<file path="config.mk">
export PLATFORM = sky130hd
export DESIGN_NAME = iq_word_assembler
export DESIGN_NICKNAME = d
export VERILOG_FILES = /design/src/rtl/iq_asm_pkg.sv /design/src/rtl/iq_frame_fsm.sv /design/src/rtl/iq_slot_packer.sv /design/src/rtl/iq_word_assembler.sv
export SDC_FILE = /design/constraint.sdc
export NUM_CORES = 1
export LEC_CHECK = 0
export BUFFER_PORTS_ARGS = -buffer_cell sky130_fd_sc_hd__buf_2
export CAP_MARGIN = 20
export CORE_ASPECT_RATIO = 1.1
export CORE_MARGIN = 2
export CORE_UTILIZATION = 55
export CTS_CLUSTER_SIZE = 12
export DETAILED_ROUTE_END_ITERATION = 10
export GPL_TIMING_DRIVEN = 0
export HOLD_SLACK_MARGIN = 0.12
export PLACE_DENSITY = 0.77
export SYNTH_ARGS = -nofsm -noshare
export SYNTH_HDL_FRONTEND = slang
export SYNTH_SLANG_ARGS = --single-unit
export TNS_END_PERCENT = 50
</file>
<file path="constraint.sdc">
create_clock -name clk -period 4.6 [get_ports clk]
set_clock_uncertainty 0.2 [all_clocks]
set_input_delay 0.23 -clock clk [delete_from_list [all_inputs] [get_ports clk]]
set_output_delay 0.23 -clock clk [all_outputs]
set_load 0.01 [all_outputs]
</file>
<file path="src/rtl/iq_asm_pkg.sv">
package iq_asm_pkg;
    typedef enum logic [1:0] {
        FR_LOW  = 2'd0,
        FR_RUN  = 2'd1,
        FR_HELD = 2'd2
    } frame_state_e;
endpackage

</file>
<file path="src/rtl/iq_frame_fsm.sv">
module iq_frame_fsm
    import iq_asm_pkg::*;
#(
    parameter int BYTE_SLOTS = 4,
    parameter int NIB_SLOTS  = 8,
    parameter int CNT_W      = 3
) (
    input  logic clk,
    input  logic rst_n,
    input  logic nibble_mode,
    input  logic mode_chg,
    input  logic frame_in,
    output logic rise,
    output logic reset_req
);
    frame_state_e state_q, state_d;
    logic [CNT_W-1:0] run_q, run_d, need;
    logic req_d;

    assign need = nibble_mode ? CNT_W'(NIB_SLOTS - 1) : CNT_W'(BYTE_SLOTS - 1);

    // next-state and output decode
    always_comb begin
        state_d = state_q;
        run_d   = run_q;
        req_d   = 1'b0;
        rise    = 1'b0;
        unique case (state_q)
            FR_LOW: begin
                if (frame_in) begin
                    rise    = 1'b1;
                    run_d   = CNT_W'(1);
                    state_d = FR_RUN;
                end
            end
            FR_RUN: begin
                if (!frame_in) begin
                    state_d = FR_LOW;
                end else if (run_q == need) begin
                    req_d   = 1'b1;
                    state_d = FR_HELD;
                end else begin
                    run_d = run_q + CNT_W'(1);
                end
            end
            FR_HELD: begin
                if (!frame_in) state_d = FR_LOW;
            end
            default: state_d = FR_LOW;
        endcase
        if (mode_chg) begin
            rise    = 1'b0;
            req_d   = 1'b0;
            run_d   = '0;
            state_d = frame_in ? FR_HELD : FR_LOW;
        end
    end

    // state register
    always_ff @(posedge clk or negedge rst_n) begin
        if (!rst_n) begin
            state_q <= FR_LOW;
            run_q   <= '0;
        end else begin
            state_q <= state_d;
            run_q   <= run_d;
        end
    end

    // registered output
    always_ff @(posedge clk or negedge rst_n) begin
        if (!rst_n) reset_req <= 1'b0;
        else        reset_req <= req_d;
    end

    // a request never follows itself
    assert_req_single_R7: assert property (@(posedge clk) disable iff (!rst_n)
        reset_req |=> !reset_req);

    // a marker that drops ends the run, so no request can follow
    assert_no_req_after_drop_R5: assert property (@(posedge clk) disable iff (!rst_n)
        (!frame_in) |=> !reset_req);
endmodule

</file>
<file path="src/rtl/iq_slot_packer.sv">
module iq_slot_packer #(
    parameter int LANE_W     = 8,
    parameter int DATA_W     = 32,
    parameter int BYTE_SLOTS = 4,
    parameter int NIB_SLOTS  = 8,
    parameter int CNT_W      = 3
) (
    input  logic              clk,
    input  logic              rst_n,
    input  logic              nibble_mode,
    input  logic              mode_chg,
    input  logic              rise,
    input  logic [LANE_W-1:0] lane_in,
    output logic [DATA_W-1:0] word_out,
    output logic              word_valid
);
    localparam int NIB_W = LANE_W / 2;

    logic [CNT_W-1:0]  slot_q, cur_slot, last_slot;
    logic [DATA_W-1:0] acc_q, shifted;

    assign cur_slot  = rise ? '0 : slot_q;
    assign last_slot = nibble_mode ? CNT_W'(NIB_SLOTS - 1) : CNT_W'(BYTE_SLOTS - 1);
    assign shifted   = nibble_mode ? {acc_q[DATA_W-NIB_W-1:0], lane_in[NIB_W-1:0]}
                                   : {acc_q[DATA_W-LANE_W-1:0], lane_in};

    always_ff @(posedge clk or negedge rst_n) begin
        if (!rst_n) begin
            slot_q     <= '0;
            acc_q      <= '0;
            word_out   <= '0;
            word_valid <= 1'b0;
        end else if (mode_chg) begin
            slot_q     <= '0;
            word_valid <= 1'b0;
        end else begin
            acc_q <= shifted;
            if (cur_slot == last_slot) begin
                slot_q     <= '0;
                word_out   <= shifted;
                word_valid <= 1'b1;
            end else begin
                slot_q     <= cur_slot + CNT_W'(1);
                word_valid <= 1'b0;
            end
        end
    end

    // the strobe lasts a single cycle
    assert_valid_single_R4: assert property (@(posedge clk) disable iff (!rst_n)
        word_valid |=> !word_valid);

    // the word only moves together with the strobe
    assert_word_hold_R8: assert property (@(posedge clk) disable iff (!rst_n)
        (!word_valid) |-> $stable(word_out));
endmodule

</file>
<file path="src/rtl/iq_word_assembler.sv">
module iq_word_assembler #(
    parameter int LANE_W   = 8,
    parameter int SAMPLE_W = 16
) (
    input  logic                  clk,
    input  logic                  rst_n,
    input  logic                  nibble_mode,
    input  logic [LANE_W-1:0]     lane_in,
    input  logic                  frame_in,
    output logic [2*SAMPLE_W-1:0] word_out,
    output logic                  word_valid,
    output logic                  fifo_reset_req
);
    localparam int DATA_W     = 2 * SAMPLE_W;
    localparam int BYTE_SLOTS = DATA_W / LANE_W;
    localparam int NIB_SLOTS  = 2 * BYTE_SLOTS;
    localparam int CNT_W      = $clog2(NIB_SLOTS);

    logic mode_q, mode_chg, rise;

    always_ff @(posedge clk or negedge rst_n) begin
        if (!rst_n) mode_q <= 1'b0;
        else        mode_q <= nibble_mode;
    end
    assign mode_chg = (nibble_mode != mode_q);

    iq_frame_fsm #(
        .BYTE_SLOTS(BYTE_SLOTS), .NIB_SLOTS(NIB_SLOTS), .CNT_W(CNT_W)
    ) u_frame (
        .clk(clk), .rst_n(rst_n), .nibble_mode(nibble_mode), .mode_chg(mode_chg),
        .frame_in(frame_in), .rise(rise), .reset_req(fifo_reset_req)
    );

    iq_slot_packer #(
        .LANE_W(LANE_W), .DATA_W(DATA_W), .BYTE_SLOTS(BYTE_SLOTS),
        .NIB_SLOTS(NIB_SLOTS), .CNT_W(CNT_W)
    ) u_pack (
        .clk(clk), .rst_n(rst_n), .nibble_mode(nibble_mode), .mode_chg(mode_chg),
        .rise(rise), .lane_in(lane_in), .word_out(word_out), .word_valid(word_valid)
    );

    // a reset request always coincides with the end of a load
    assert_req_with_valid_R6: assert property (@(posedge clk) disable iff (!rst_n)
        fifo_reset_req |-> word_valid);

    // a mode change yields no word on the following cycle
    assert_mode_discard_R9: assert property (@(posedge clk) disable iff (!rst_n)
        (nibble_mode != $past(nibble_mode)) |=> !word_valid);
endmodule

</file>
==> Word-level counts from Yosys, hierarchy flattened <==
Cells that the tools add are included.
{ "word_totals": {"mem_count": 0, "latchBits": 0, "wordCells": 52, "rom_bits": 0, "register_bits": 71, "out_inout_bits": 34, "ramBits": 0} }
{ "classes": {"reduce_logical": 5, "n_eq_ne": 10, "bitwise": 1, "multipliers": 0, "n_mux": 26, "div_mod_pow": 0, "n_addsub": 2, "n_shift": 0, "magnitude_cmp": 0} }
{ "op_table": {"columns": ["op", "count"], "rows": [
  ["32-bit 2-to-1 mux", 1],
  ["3-bit 2-to-1 mux", 8],
  ["2-bit 2-to-1 mux", 6],
  ["3-bit != test, second input constant", 4],
  ["1-bit 2-to-1 mux", 9],
  ["3-bit by 1-bit adder with 3-bit output, second input constant", 2],
  ["3-bit == test", 2],
  ["2-bit case mux with 3 select lines", 1],
  ["3-bit case mux with 2 select lines", 1],
  ["4-bit by 3-bit != test with 1-bit output, second input constant", 1],
  ["4-bit AND reduction", 1],
  ["3-bit AND reduction", 1],
  ["3-bit nonzero test", 1],
  ["2-bit by 1-bit == test with 1-bit output, second input constant", 1],
  ["2-bit == test, second input constant", 1],
  ["2-bit logical NOT", 1],
  ["2-bit AND reduction", 1],
  ["1-bit != test", 1],
  ["1-bit inverter", 1]
]} }

==> Longest topological paths before layout <==
Gate-level depths: netlist of the first run.
{ "depth": {"word_depth": 7, "mapped_depth": 11, "mapped_depth_nobuf": 7} }

==> By module <==
Synthesis of the first run repeated with hierarchy kept, for this count alone.
{ "hier_totals": {"cells_unflattened": 427, "hier_area_um2": 4182.8} }
{ "modules_own_cells": {"columns": ["module", "n_inst", "area_per_inst_um2", "cells_each"], "rows": [
  ["iq_slot_packer", 1, 3814.9, 391],
  ["iq_frame_fsm", 1, 334.1, 34],
  ["iq_word_assembler", 1, 33.8, 2]
]} }

==> Worst setup path before layout of the first run <==
OpenSTA, ideal clock, no wires.
{ "synth_timing": {"path_kind": "register to register", "from": "register mode_q", "to": "register u_pack.word_out[3]", "synth_period_minus_slack_ns": 2.515, "setup_ns": 0.125, "path_slack_ns": 2.085, "arrival_time_ns": 2.190, "path_stages_with_launch": 12, "path_cell_list": "dfrtp_1 > buf_2 > buf_2 > xnor2_1 > nand2_1 > and2_1 > ha_1 > o21ai_2 > or2_1 > buf_6 > buf_6 > mux2_4"} }
{ "synth_via": {"elab_chain_cells": 5} }
{ "synth_lines": {"columns": ["item", "line", "source"], "rows": [
  ["start, declared", "iq_word_assembler.sv:19", "logic mode_q, mode_chg, rise;"],
  ["start signal, assigned", "iq_word_assembler.sv:23", "else mode_q <= nibble_mode;"],
  ["1-bit != test *", "iq_word_assembler.sv:25", "assign mode_chg = (nibble_mode != mode_q);"],
  ["1-bit 2-to-1 mux", "iq_frame_fsm.sv:51", "if (mode_chg) begin"],
  ["3-bit 2-to-1 mux", "iq_slot_packer.sv:22", "assign cur_slot = rise ? '0 : slot_q;"],
  ["3-bit == test", "iq_slot_packer.sv:38", "if (cur_slot == last_slot) begin"],
  ["2-bit AND reduction (no source line) *", null, null],
  ["end signal, assigned", "iq_slot_packer.sv:40", "word_out <= shifted;"],
  ["end, declared", "iq_slot_packer.sv:14", "output logic [DATA_W-1:0] word_out,"]
]} }
Mark *: on every way between the ends. The rest lies on a longest branch, timed or not.
A chain may end at the register's enable or synchronous reset.

==> Final worst setup path of the first run <==
{ "layout_timing": {"from": "input port nibble_mode", "to": "register u_pack.word_out[3]"} }
{ "layout_via": {"elab_chain_cells": 5} }
{ "layout_lines": {"columns": ["item", "line", "source"], "rows": [
  ["start, declared", "iq_word_assembler.sv:7", "input logic nibble_mode,"],
  ["1-bit != test", "iq_word_assembler.sv:25", null],
  ["1-bit 2-to-1 mux", "iq_frame_fsm.sv:51", null],
  ["3-bit 2-to-1 mux", "iq_slot_packer.sv:22", null],
  ["3-bit == test", "iq_slot_packer.sv:38", null],
  ["2-bit AND reduction (no source line) *", null, null]
]} }
Marks and branches as above.

==> run summary, run 1 <==
## Status
- status: finished, final reports clean

## Critical path
- sequence of cells on the critical path: dlygate4sd3_1, buf_2, buf_2, xnor2_1, nand2_1, and2_1, ha_1, o21ai_2, or2_1, buf_6, buf_6, mux2_4
- R2R cell count: 11
- required time of the worst setup path: 4.64 ns
- critical path capture point type: flip-flop
- critical register-to-register path startpoint: mode_q
- critical-path maximum fanout: 10
- data arrival time of the critical path: 3.04 ns
- register-to-register path setup slack: 1.60 ns
- Critical Path Start Type: input port
- worst reg2reg endpoint: u_pack.word_out[3]
- delay of the slowest cell on the worst path: 0.59 ns
- type of the worst setup path: input port to flip-flop
- cell with the largest stage delay on the worst path: sky130_fd_sc_hd__xnor2_1

## Power and ir drop
- Static Leakage: 1.911 nW
- power spent charging and discharging nets: 0.6101 mW
- clock share of power: 0.242
- peak ir drop on the vdd network: 0.3253 mV
- power share of the combinational group: 0.273
- Power per Cell Area: 450.1 mW/mm^2
- Sequential Power Share: 0.485
- Sw Ratio: 0.3287
- P_int: 1.246 mW

## Job
- maxcap violations: 0

## Floorplanning
- number of cell rows: 30
- die footprint: 0.007037 sq mm
- standard cell core area: 0.006156 sq mm
- chip height: 87.78 um
- number of ports placed on the die boundary: 46
- starting density of the core: 0.5701
- die extent in x: 80.17 um

## Min path
- class of the worst hold path: flip-flop to flip-flop
- Hold Startpoint: u_pack.slot_q[0]
- destination of the worst hold path: u_pack.slot_q[0]
- worst hold path depth: 1

## Cells and area
- Fillers: 523
- fraction of final layout cells sized beyond drive strength 1: 0.1976
- antenna fix cells: 0
- sequential standard cell area: 0.001777 sq mm
- final design instance area without fill: 0.004124 sq mm
- nets@finish: 429
- area of the multi-input gates: 0.001578 sq mm
- post-layout util: 0.6699
- Synth-to-Final Area Change: 17.50%

## Global route
- largest net degree at the start of global routing: 72
- wire length of the first global-routing pass: 13680 um
- global route overflow: 0
- antenna violations before repair: 0
- GRT Util Overall: 0.2569
- via count of the first global-routing pass: 2823

## Routing
- detailed-route DRC error count: 0
- vias after detailed routing: 2967
- Routed Antenna Nets: 0
- detailed-router iteration count before antenna repair: 4
- Iteration-0 DRC Markers: 248
- total routed wirelength: 8245 um
- wire length per cell after detailed routing: 16.49 um
- detailed-route vias per instance: 5.934

## Yosys
- count of mapped cells out of synthesis: 348
- count of flip-flops with a built-in enable after synthesis: 0
- sequential-to-total area share from yosys stat: 0.5062
- ranking of synthesized cells by instance count: sky130_fd_sc_hd__o21ai_0, sky130_fd_sc_hd__dfrtp_1, sky130_fd_sc_hd__mux2i_1
- cells taking the most area after synthesis: sky130_fd_sc_hd__dfrtp_1, sky130_fd_sc_hd__o21ai_0, sky130_fd_sc_hd__mux2i_1, sky130_fd_sc_hd__o211ai_1, sky130_fd_sc_hd__nand2b_1
- post-synthesis cell type count: 39
- synthesized area: 0.003510 sq mm
- Synthesized Nets: 362
- Seq cells post-synth: 71
- async set-reset flop share out of synthesis: 1.000
- YS warnings: 0
- area leader, netlist: sky130_fd_sc_hd__dfrtp_1
- area share of the largest cell type after synthesis: 0.5062
- most frequently used flop master after synthesis: sky130_fd_sc_hd__dfrtp_1
- leading cell type by number of instances after synthesis: sky130_fd_sc_hd__o21ai_0
- mean instance size in the synthesized netlist: 10.09 sq um

## Placement
- area post-placement: 0.003837 sq mm
- routability cong.: 0.8663
- worst setup timing slack at the placement stage: 1.564 ns
- number of port buffers: 45
- detailed placement HPWL: 5597 um

## Timing
- setup slack of the critical path after layout: 1.598 ns
- final count of hold timing violations: 0
- # setup viols final: 0
- RSZ-0062 raised after global routing: no
- setup_tns: 0 ns
- post-layout minimum cycle time: 3.002 ns
- fraction of the cycle the final worst path needs: 0.6525
- number of slew-limit violations in the final report: 0
- worst slew margin relative to its limit: 0.4063
- Highest Clock Rate: 333.2 MHz
- Least-Margin Pin Slew: 0.8905 ns
- Final Hold Slack: 0.2374 ns

## Clocking
- clock sinks: 71
- clock tree from TritonCTS: yes
- Root Driver: sky130_fd_sc_hd__clkbuf_8
- clock transition time at the flip-flop clock pins of the worst setup and hold paths: 0.07 ns
- Max Root-Sink Buffers: 2
- number of clock buffers inserted by TritonCTS: 9
- worst skew pair latency: 0.35 ns
- post-cts hold buffer count: 11
- Resized Gates After CTS: 0
- depth of the CTS H-tree: 3
- Setup Buffers After CTS: 0

==> cells by family after synthesis <==
| family | after synthesis | synth area share |
|---|---|---|
| and+or+nand+nor | 66 | 0.1055 |
| muxes | 36 | 0.1052 |
| xor gates and xnor gates | 2 | 0.004992 |
| DFF | 71 | 0.5062 |
| AOI/OAI and AO/OA | 141 | 0.2267 |
| adders and majority gates | 2 | 0.007129 |
| buffers and inverters | 30 | 0.04420 |
==> routing by layer <==
layer | global-route usage | part of all wire | up-vias
met4 | 0.1263 | 0.033 | 0
met1 | 0.3336 | 0.44 | 1456
met2 | 0.4136 | 0.48 | 87
li1 | - | - | 1402
met5 | 0 | 0 | -
met3 | 0.05155 | 0.043 | 22
==> critical path: cells and delay by family <==
| kind | cells | cell delay (ns) |
|---|---|---|
| buf+inv | 5 | 1.12 |
| fa+ha+maj | 1 | 0.23 |
| simple gates | 3 | 0.48 |
| compound gates | 1 | 0.08 |
| mux | 1 | 0.29 |
| xor+xnor | 1 | 0.59 |
==> power by group through the flow <==
stage               registers [mW]  clock network (mW)  logic, mW
CTS                          0.898               0.464      0.513
global placement             0.902                   0      0.490
detailed placement           0.908                   0      0.505
finish                       0.900               0.449      0.507
floorplan                    0.958                   0      0.229
global route                 0.923               0.489      0.568
==> per-stage QoR <==
step	cells	power, mW
final	500	1.856
after global routing	500	1.980
after CTS	500	1.875
after detailed placement	473	1.413
after global placement	473	1.391
after floorplan	348	1.187
==> placed cells by master (no fill, tap or decap), drive strengths merged, types with 2 or more instances in the layout <==
cell         synthesis  layout
nand3                3       3
and2                 4       4
o211ai              24      24
mux2                 4       4
nand2b              27      27
a31oi                2       2
ha                   2       2
buf                 18      63
o31ai                2       2
mux2i               32      32
a21oi                3       3
o21ai              105     105
dfrtp               71      71
nor2                 4       4
clkbuf              11      24
nand2               16      16
clkinv               0       2
dlygate4sd3          0      11
a32o                 2       2
and3                 2       2
nor2b                3       3
==> sequential cells by signal, indices dropped and copies added, names as in the netlist <==
signal             count
u_frame.reset_req      1
u_pack.slot_q          3
u_frame.run_q          3
u_pack.acc_q          28
mode_q                 1
u_frame.state_q        2
u_pack.word_valid      1
u_pack.word_out       32
==> final cells by class <==
| cell class | count | area share |
|---|---|---|
| Sequential cell | 71 | 0.4308 |
| Timing Repair Buffer | 56 | 0.08192 |
| Clock inverter | 3 | 0.004248 |
| Buffer | 29 | 0.03671 |
| Clock buffer | 13 | 0.03853 |
| Multi-Input combinational cell | 247 | 0.3826 |
| Inverter | 1 | 0.0009102 |
| Tap cell | 80 | 0.02427 |
==> worst max path at each step <==
stage | start | to | slack (ns)
3_5_place_dp | mode_q | u_pack.word_out[3] | 1.56
2_1_floorplan | mode_q | u_pack.word_out[3] | 2.08
6_report | nibble_mode | u_pack.word_out[3] | 1.60
5_1_grt | mode_q | u_pack.word_out[28] | 1.32
3_3_place_gp | mode_q | u_pack.word_out[3] | 1.65
4_1_cts | mode_q | u_pack.word_out[3] | 1.54
Power figures use the tool's default switching activity.
==> inputs of run 2 (changes only) <==
ABC_AREA = 1   (was not set)
clock period = 3.1 ns   (was 4.6 ns; I/O delays follow)
==> run 2 against run 1 <==
Cell count increased by 8.6%. Die area decreased by 7.6%. Core utilization decreased by 0.056 points. Wire length decreased by 11%. Synthesized cell count increased by 13%. Total power increased by 30%. Critical path type unchanged. Via count decreased by 4.2%.
==> run summary, run 2 <==
## Yosys
- most frequently used flop master after synthesis: sky130_fd_sc_hd__dfrtp_1
- YS warnings: 0, unchanged
- simple-gate portion of the synthesized area: 0.2686, +0.1631
- count of mapped cells out of synthesis: 394, +13%
- mean instance size in the synthesized netlist: 8.193 sq um, -19%
- fraction of synthesized area in multiplexers: 0, -0.1052
- cells taking the most area after synthesis: sky130_fd_sc_hd__dfrtp_1, sky130_fd_sc_hd__nand2_1, sky130_fd_sc_hd__o21ai_0, sky130_fd_sc_hd__nand4_1, sky130_fd_sc_hd__inv_1
- post-synthesis compound-gate area fraction: 0.09457, -0.1322
- leading cell type by number of instances after synthesis: sky130_fd_sc_hd__nand2_1
- post-synthesis cell type count: 17, -56%
- count of flip-flops with a built-in enable after synthesis: 0, unchanged
- largest family of logic cells by synthesized area: simple AND/OR/NAND/NOR gates
- Seq cells post-synth: 71, unchanged
- adder and majority cell fraction of the synthesized area: 0.007752, +0.0006218
- sequential-to-total area share from yosys stat: 0.5504, +0.04415
- synthesized area: 0.003228 sq mm, -8.0%
- area share of the largest cell type after synthesis: 0.5504, +0.04415
- async set-reset flop share out of synthesis: 1.000, unchanged
- Synthesized Nets: 408, +13%
- ranking of synthesized cells by instance count: sky130_fd_sc_hd__nand2_1, sky130_fd_sc_hd__dfrtp_1, sky130_fd_sc_hd__o21ai_0
- area leader, netlist: sky130_fd_sc_hd__dfrtp_1
- area share of xor/xnor cells in the synthesized design: 0, -0.004991

## Cells and area
- largest registers: u_pack.word_out: 32 flops, u_pack.acc_q: 28 flops
- number of flip-flops in the largest register: 32, unchanged
- leading cell types in the layout, fill and taps excluded: sky130_fd_sc_hd__nand2_1, sky130_fd_sc_hd__dfrtp_1, sky130_fd_sc_hd__o21ai_0
- most common cell after layout, fill and taps aside: sky130_fd_sc_hd__nand2_1
- fraction of final layout cells sized beyond drive strength 1: 0.1803, -0.01736
- nets@finish: 475, +11%
- area of the multi-input gates: 0.001197 sq mm, -24%
- sequential standard cell area: 0.001777 sq mm, unchanged
- Fillers: 523, unchanged
- antenna fix cells: 0, unchanged
- Reg with most FFs: u_pack.word_out
- filler-free cell count of the finished design: 543, +8.6%
- Synth-to-Final Area Change: 18.88%

## Global route
- GRT Util Overall: 0.2512, -0.005701
- global routing met2 resource utilization: 0.4131, -0.0005582
- met1 usage in global routing: 0.3254, -0.008145
- global route overflow: 0, unchanged
- via count of the first global-routing pass: 2702, -4.3%
- largest net degree at the start of global routing: 72, unchanged
- antenna violations before repair: 0, unchanged
- routing layer with the top usage in global route: met2
- M3 GR Usage: 0.04731, -0.004235
- wire length of the first global-routing pass: 12630 um, -7.7%

## Clocking
- Setup Buffers After CTS: 0, unchanged
- clock transition time at the flip-flop clock pins of the worst setup and hold paths: 0.07 ns, about the same
- Root Driver: sky130_fd_sc_hd__clkbuf_8
- clock tree from TritonCTS: yes
- number of clock buffers inserted by TritonCTS: 9, unchanged
- Max Root-Sink Buffers: 2, unchanged
- depth of the CTS H-tree: 3, unchanged
- clock sinks: 71, unchanged
- worst skew pair latency: 0.34 ns, about the same

## Power and ir drop
- Sequential Power Share: 0.498, +0.013
- P_int: 1.643 mW, +32%
- post-layout total power: 2.412 mW, +30%
- Static Leakage: 2.066 nW, +8.1%
- peak ir drop on the vdd network: 0.3395 mV, +4.4%
- power share of the combinational group: 0.227, -0.046
- Power per Cell Area: 628.6 mW/mm^2, +40%
- clock share of power: 0.275, +0.033
- power spent charging and discharging nets: 0.7691 mW, +26%
- Sw Ratio: 0.3188, -0.009866

## Critical path
- critical-path maximum fanout: 10, unchanged
- required time of the worst setup path: 3.18 ns, -1.46 ns
- data arrival time of the critical path: 2.73 ns, -0.31 ns
- type of the worst setup path: input port to flip-flop
- critical path capture point type: flip-flop
- Critical Path Start Type: input port

## Routing
- vias after detailed routing: 2843, -4.2%
- detailed-route DRC error count: 0, unchanged
- detailed-route vias per instance: 5.236, -12%
- wire length per cell after detailed routing: 13.46 um, -18%
- Routed Antenna Nets: 0, unchanged
- detailed-router iteration count before antenna repair: 4, unchanged
- total routed wirelength: 7309 um, -11%
- Iteration-0 DRC Markers: 266, +7.3%

## Min path
- class of the worst hold path: flip-flop to flip-flop

## Floorplanning
- standard cell core area: 0.005733 sq mm, -6.9%
- number of ports placed on the die boundary: 46, unchanged
- chip height: 84.35 um, -3.9%
- starting density of the core: 0.5631, -0.007049
- die extent in x: 77.05 um, -3.9%
- number of cell rows: 29, -3.3%
- die footprint: 0.006499 sq mm, -7.6%

## Placement
- number of cells after detailed placement: 516, +9.1%
- detailed placement HPWL: 5073 um, -9.4%
- number of port buffers: 45, unchanged
- routability cong.: 0.8613, -0.58%

## Timing
- Highest Clock Rate: 378.1 MHz
- post-layout minimum cycle time: 2.645 ns
- setup_tns: 0 ns, unchanged
- number of slew-limit violations in the final report: 0, unchanged
- worst slew margin relative to its limit: 0.4016, -0.004699
- fraction of the cycle the final worst path needs: 0.8532
- # setup viols final: 0, unchanged
- RSZ-0062 raised after global routing: no
- Least-Margin Pin Slew: 0.8976 ns, +0.007048 ns
- final count of hold timing violations: 0, unchanged

## Status
- status: finished, final reports clean

## Job
- maxcap violations: 0, unchanged

run 2: changes by cell type in the layout (fill, tap and decap cells not counted), sizes merged, moves of 5 or more:
cell / before / now
nand2b: 27 / 0
o211ai: 24 / 0
inv: 1 / 37
mux2i: 32 / 0
nand4: 1 / 33
nand2: 16 / 151
o21ai: 105 / 58
nor2: 4 / 9
run 2: final cells by class:
type | instances | area share
Timing Repair Buffer | 56 | 0.08803
Multi-Input combinational cell | 262 | 0.3120
Sequential cell | 71 | 0.4630
Clock buffer | 12 | 0.04043
Tap cell | 77 | 0.02511
Clock inverter | 4 | 0.005217
Inverter | 37 | 0.03619
Buffer | 24 | 0.03000
run 2: final timing paths:
path	to	from	slack, ns	cells after the start
hold reg to reg	u_pack.word_out[29]	u_pack.word_out[29]	0.26	2
setup reg to reg	u_pack.word_out[24]	mode_q	0.69	10
min in group asynchronous	u_frame.reset_req	rst_n	0.27	2
hold / removal	u_pack.word_out[29]	u_pack.word_out[29]	0.26	2
max in group asynchronous	u_pack.acc_q[0]	rst_n	1.84	2
setup / recovery	u_pack.word_out[24]	nibble_mode	0.46	13
run 2: power groups by stage:
stage	clock network, mW	logic [mW]	registers (mW)
final	0.663	0.549	1.20
after global routing	0.716	0.625	1.23
after CTS	0.675	0.553	1.20
after detailed placement	0	0.541	1.22
after global placement	0	0.525	1.21
after floorplan	0	0.269	1.26
run 2: metrics by stage:
stage          utilization  setup slack [ns]  area [sq um]  hold slack [ns]
2_1_floorplan            -             1.163          3228          -0.3406
3_3_place_gp        0.6192            0.7454          3550           0.1713
3_5_place_dp        0.6196            0.6607          3552           0.1362
4_1_cts             0.6694            0.4676          3837           0.2720
5_1_grt             0.6694            0.1984          3837           0.2932
6_report            0.6694            0.4552          3837           0.2649
run 2: timing repair:
action | CTS | global route
endpoints found under the hold margin | 91 | 0
hold buffers | 11 | 0
resized for setup | 0 | 0
run 2: critical path, cell delays in order:
cell                            delay, ns
sky130_fd_sc_hd__dlygate4sd3_1       0.51
sky130_fd_sc_hd__buf_2               0.18
sky130_fd_sc_hd__inv_2               0.11
sky130_fd_sc_hd__nand2_2             0.11
sky130_fd_sc_hd__nand2_2             0.10
sky130_fd_sc_hd__nand2_2             0.13
sky130_fd_sc_hd__inv_1               0.06
sky130_fd_sc_hd__nor2_1              0.14
sky130_fd_sc_hd__ha_1                0.18
sky130_fd_sc_hd__clkbuf_1            0.34
sky130_fd_sc_hd__clkbuf_1            0.42
sky130_fd_sc_hd__nand4_1             0.16
sky130_fd_sc_hd__nand2_1             0.11
run 2: cells by family after synthesis:
group / after synthesis
compound gates: 61
fa+ha+maj: 2
buf+inv: 61
flops: 71
simple gates: 199
run 2: per-layer routing:
metal | up-vias | wire, um
met5 | - | 0
met4 | 0 | 175
met3 | 14 | 328
met2 | 83 | 3554
met1 | 1340 | 3250
li1 | 1406 | -
